**src/rtl/chain_counter_pkg.sv**
```systemverilog
`timescale 1ns/1ps
package chain_counter_pkg;
  // Operation chosen for the coming edge, listed in falling priority.
  typedef enum logic [1:0] {
    OP_CLEAR = 2'd0,
    OP_LOAD  = 2'd1,
    OP_COUNT = 2'd2,
    OP_HOLD  = 2'd3
  } ctr_op_e;
endpackage

```
**src/rtl/chain_counter_clr_sync.sv**
```systemverilog
`timescale 1ns/1ps
module chain_counter_clr_sync #(
  parameter bit ASYNC_CLEAR = 1'b0,
  parameter int SYNC_STAGES = 2
) (
  input  logic clk,
  input  logic clr_n,
  output logic run_ok
);
  generate
    if (ASYNC_CLEAR) begin : g_async
      // Clear asserts at once and is released only after SYNC_STAGES edges.
      logic [SYNC_STAGES-1:0] shift_q;
      always_ff @(posedge clk or negedge clr_n) begin
        if (!clr_n) shift_q <= '0;
        else        shift_q <= {shift_q[SYNC_STAGES-2:0], 1'b1};
      end
      assign run_ok = shift_q[SYNC_STAGES-1];
    end else begin : g_sync
      assign run_ok = clr_n;
    end
  endgenerate
endmodule

```
**src/rtl/chain_counter_op_sel.sv**
```systemverilog
`timescale 1ns/1ps
module chain_counter_op_sel
  import chain_counter_pkg::*;
(
  input  logic    run_ok,
  input  logic    preset_n,
  input  logic    cnt_en,
  input  logic    chain_en,
  output ctr_op_e op
);
  always_comb begin
    if (!run_ok)                op = OP_CLEAR;
    else if (!preset_n)         op = OP_LOAD;
    else if (cnt_en && chain_en) op = OP_COUNT;
    else                        op = OP_HOLD;
  end
endmodule

```
**src/rtl/chain_counter_next.sv**
```systemverilog
`timescale 1ns/1ps
module chain_counter_next
  import chain_counter_pkg::*;
#(
  parameter int WIDTH = 4,
  parameter int MODULUS = 16
) (
  input  ctr_op_e          op,
  input  logic [WIDTH-1:0] cur,
  input  logic [WIDTH-1:0] load_val,
  output logic [WIDTH-1:0] nxt
);
  localparam logic [WIDTH-1:0] TOP = WIDTH'(MODULUS - 1);

  always_comb begin
    unique case (op)
      OP_CLEAR: nxt = '0;
      OP_LOAD:  nxt = load_val;
      // Any value at or beyond the top wraps to zero, illegal presets included.
      OP_COUNT: nxt = (cur >= TOP) ? '0 : cur + 1'b1;
      default:  nxt = cur;
    endcase
  end
endmodule

```
**src/rtl/chain_counter_carry.sv**
```systemverilog
`timescale 1ns/1ps
module chain_counter_carry #(
  parameter int WIDTH = 4,
  parameter int MODULUS = 16
) (
  input  logic [WIDTH-1:0] cur,
  input  logic             chain_en,
  output logic             carry_out
);
  localparam logic [WIDTH-1:0] TOP = WIDTH'(MODULUS - 1);

  assign carry_out = chain_en && (cur == TOP);
endmodule

```
**src/rtl/chain_counter.sv**
```systemverilog
`timescale 1ns/1ps
module chain_counter
  import chain_counter_pkg::*;
#(
  parameter int WIDTH       = 4,
  parameter bit DECIMAL     = 1'b1,
  parameter bit ASYNC_CLEAR = 1'b0,
  parameter int SYNC_STAGES = 2
) (
  input  logic             clk,
  input  logic             clr_n,
  input  logic             preset_n,
  input  logic [WIDTH-1:0] preset_d,
  input  logic             cnt_en,
  input  logic             chain_en,
  output logic [WIDTH-1:0] count,
  output logic             carry_out
);
  localparam int MODULUS = DECIMAL ? 10 : (1 << WIDTH);

  logic             run_ok;
  ctr_op_e          op;
  logic [WIDTH-1:0] cnt_q;
  logic [WIDTH-1:0] cnt_nxt;

  chain_counter_clr_sync #(
    .ASYNC_CLEAR(ASYNC_CLEAR),
    .SYNC_STAGES(SYNC_STAGES)
  ) u_clr_sync (
    .clk   (clk),
    .clr_n (clr_n),
    .run_ok(run_ok)
  );

  chain_counter_op_sel u_op_sel (
    .run_ok  (run_ok),
    .preset_n(preset_n),
    .cnt_en  (cnt_en),
    .chain_en(chain_en),
    .op      (op)
  );

  chain_counter_next #(
    .WIDTH  (WIDTH),
    .MODULUS(MODULUS)
  ) u_next (
    .op      (op),
    .cur     (cnt_q),
    .load_val(preset_d),
    .nxt     (cnt_nxt)
  );

  generate
    if (ASYNC_CLEAR) begin : g_state_async
      always_ff @(posedge clk or negedge clr_n) begin
        if (!clr_n) cnt_q <= '0;
        else        cnt_q <= cnt_nxt;
      end
    end else begin : g_state_sync
      always_ff @(posedge clk) begin
        cnt_q <= cnt_nxt;
      end
    end
  endgenerate

  chain_counter_carry #(
    .WIDTH  (WIDTH),
    .MODULUS(MODULUS)
  ) u_carry (
    .cur      (cnt_q),
    .chain_en (chain_en),
    .carry_out(carry_out)
  );

  assign count = cnt_q;
endmodule

```
**config.mk**
```make
export PLATFORM = sky130hd
export DESIGN_NAME = chain_counter
export DESIGN_NICKNAME = d
export VERILOG_FILES = /design/src/rtl/chain_counter_pkg.sv /design/src/rtl/chain_counter_clr_sync.sv /design/src/rtl/chain_counter_op_sel.sv /design/src/rtl/chain_counter_next.sv /design/src/rtl/chain_counter_carry.sv /design/src/rtl/chain_counter.sv
export SDC_FILE = /design/constraint.sdc
export NUM_CORES = 1
export LEC_CHECK = 0
export CORE_AREA = 2 2 39 41
export CTS_BUF_LIST = sky130_fd_sc_hd__clkbuf_8 sky130_fd_sc_hd__clkbuf_16
export DETAILED_ROUTE_END_ITERATION = 8
export DIE_AREA = 0 0 41 43
export DONT_BUFFER_PORTS = 1
export GPL_TIMING_DRIVEN = 0
export SLEW_MARGIN = 30
export SYNTH_ARGS = -nofsm -noshare
export SYNTH_HDL_FRONTEND = slang
export SYNTH_SLANG_ARGS = --single-unit
```
**constraint.sdc**
```tcl
create_clock -name clk -period 1.35 [get_ports clk]
set_input_delay 0.27 -clock clk [delete_from_list [all_inputs] [get_ports clk]]
set_output_delay 0.27 -clock clk [all_outputs]
set_load 0.02 [all_outputs]
```
==> qor.csv <==
stage,metric,value,unit
critical_path,Worst Path Max Fanout,5,
cts,CTS max path bufs,2,
floorplan,CORE AREA,1380,um2
yosys,register bit total from synthesis,4,
power_and_ir_drop,internal power,0.380,mW
critical_path,"Arr. time, crit path",1.71,ns
cts,CTS tree,done,
cts,clk slew on worst S/H paths,0.03,ns
grt,first-pass GRT wire length,1.06,mm
cells_and_area,antenna fix cells,0,
timing,max_slew headroom,73.2,%
routing,via-per-instance ratio,4.61,
power_and_ir_drop,leak pwr,0.164,nW
yosys,"Top FF cell, synth",edfxtp_1,
cts,worst skew pair latency,0.22,ns
yosys,"top cells by area, synth","edfxtp_1 (43%), ha_1 (13%), a22o_1 (6.3%)",
routing,Pre-Repair DR Iteration Count,1,
yosys,Syn Inst Count,26,
power_and_ir_drop,Design Power,0.503,mW
power_and_ir_drop,Clk pwr share,49.8,%
critical_path,r2r startpoint,count[0],
floorplan,Initial Util,20.3,%
yosys,syn avg cell area,10.8,um2
yosys,"Async S/R FF share, synth",0,%
critical_path,FF-to-FF setup slack,-0.29,ns
timing,FMAX,610,MHz
timing,skew final,0.00390,ns
yosys,Yosys cell types,16,
timing,Final Max Tran Viols,0,
timing,setup TNS,-1.35,ns
floorplan,Die ar.,1760,um2
routing,vias,226,
yosys,sequential element share of the synthesized area,42.9,%
routing,routed wire length,647,um
power_and_ir_drop,Flop pwr share,36.0,%
cts,CTS Hold Bufs,0,
floorplan,io pins,14,
timing,worst-margin pin slew,0.402,ns
critical_path,Crit. End Element,register,
grt,largest net degree at the start of global routing,6,
yosys,area share of the largest cell type after synthesis,42.9,%
cts,CTS Sinks,4,
worst_hold_path,Worst Hold Class,in -> reg,
routing,DR DRC count,0,
grt,vias in the first global route,268,
yosys,Post-synth EDFFs,4,
timing,final setup fails,5,
yosys,Synth area leader,edfxtp_1,
floorplan,Die Y,43,um
timing,RSZ-0062 raised after global routing,true,
yosys,Synth Cell Area,280,um2
cells_and_area,Final Core Density,29.7,%
routing,DRT iter0 DRCs,0,
power_and_ir_drop,NetSw,0.123,mW
cells_and_area,max FFs per register,4,
grt,Tot GR Track Use,9.71,%
yosys,Synth Warn #,0,
critical_path,reg2reg path depth,5,
cells_and_area,# fillers,150,
grt,GR Overflow Total,0,
power_and_ir_drop,Max VDD drop,569,uV
floorplan,die width,41,um
placement,IO buf count,0,
timing,worst-case hold slack,0.260,ns
run_status,failing checks,setup timing,
routing,DR WL/cell,13.2,um
cts,Root Driver,clkbuf_8,
worst_hold_path,hold wc startpoint,preset_d[3],
routing,post-route ant nets,0,
worst_hold_path,Hold Path Stages,2,
grt,initial antenna violation count,0,
critical_path,RR Endpoint,count[3],
critical_path,type of origin of the critical path,register,
critical_path,WS Path Type,reg -> reg,
cells_and_area,Nets,47,
floorplan,num rows,14,
yosys,syn_nets,38,
cells_and_area,most frequent cells in the layout,"edfxtp_1 (4), buf_4 (4), clkbuf_8 (3)",
placement,gpl congestion,0.629,
job,Max-Cap Viols,0,
critical_path,Critical Path RT,1.42,ns
timing,post-route worst setup slack,-0.288,ns
power_and_ir_drop,Sw Share,24.4,%
power_and_ir_drop,PwrDens,1230,nW/um2
cells_and_area,layout cells sized above 1,45.5,%
cts,total CTS buffers,3,
cts,htree depth,1,
power_and_ir_drop,combinational share of power,14.2,%
cells_and_area,P&R area growth vs syn,46.4,%
worst_hold_path,WHS Endpoint,count[3],
run_status,status,"complete, but fails checks",
timing,final critical-path share of the clock period,121,%
timing,Period minus WS final,1.64,ns
timing,Final Hold Viols,0,
[Yosys cell counts, drive strengths merged, types with 3 or more instances]
cell type,n
ha,3
edfxtp,4
inv,3
a22o,3
nand2,3
[cells by family after synthesis]
group,synth area share [%]
xor+xnor,3.13
simple gates,19.2
buf+inv,4.02
compound gates,17.4
flops,42.9
fa+ha+maj,13.4
[worst max-delay path, cell delays in order (launching register included)]
cell and delay (ns):
edfxtp_1 0.56, inv_2 0.11, ha_1 0.14, or3b_4 0.39, o21a_1 0.18, o21ai_1 0.11
[what timing repair did]
action	4_1_cts	5_1_grt
setup endpoints to repair	5	5
gates resized for setup	6	0
cloned	0	0
buffers inserted	4	0
pin swaps	2	2
[layout make-up]
class                      count  area, um2  share of cell area, %
inverter                       3       11.3                   2.74
clock buffer                   3       41.3                   10.1
tap                           16       20.0                   4.88
timing repair buffer           4       30.0                   7.32
sequential                     4        120                   29.3
multi-input combinational     19        188                   45.7
[stage by stage]
step | cells | area, um2 | worst slack (ns)
finish | 49 | 410 | -0.288
global route | 49 | 410 | -0.416
CTS | 49 | 410 | -0.300
detailed placement | 42 | 314 | -0.333
global placement | 42 | 314 | -0.323
floorplan | 26 | 294 | -0.196
[routing by layer]
layer / part of all wire (%) / GRT usage (%) / up-vias / wire length [um]
li1: - / - / 110 / -
met1: 38 / 9.54 / 99 / 246
met2: 43 / 12.8 / 13 / 281
met3: 15 / 5.76 / 4 / 99
met4: 2.9 / 10.0 / 0 / 19
met5: 0 / 0 / - / 0
[worst max-delay path by stage]
stage / end / cells after the start / from
floorplan: count[2] / 5 / count[0]
global placement: count[2] / 5 / count[0]
detailed placement: count[2] / 5 / count[0]
CTS: count[2] / 5 / count[0]
global route: count[3] / 5 / count[0]
finish: count[3] / 5 / count[0]
[power groups by stage]
stage / combinational (mW) / clock, mW / sequential [mW]
floorplan: 0.0406 / 0 / 0.176
global placement: 0.0475 / 0 / 0.180
detailed placement: 0.0490 / 0 / 0.180
CTS: 0.0719 / 0.260 / 0.182
global route: 0.0810 / 0.268 / 0.183
finish: 0.0714 / 0.250 / 0.181
(Power assumes the default switching activity.)
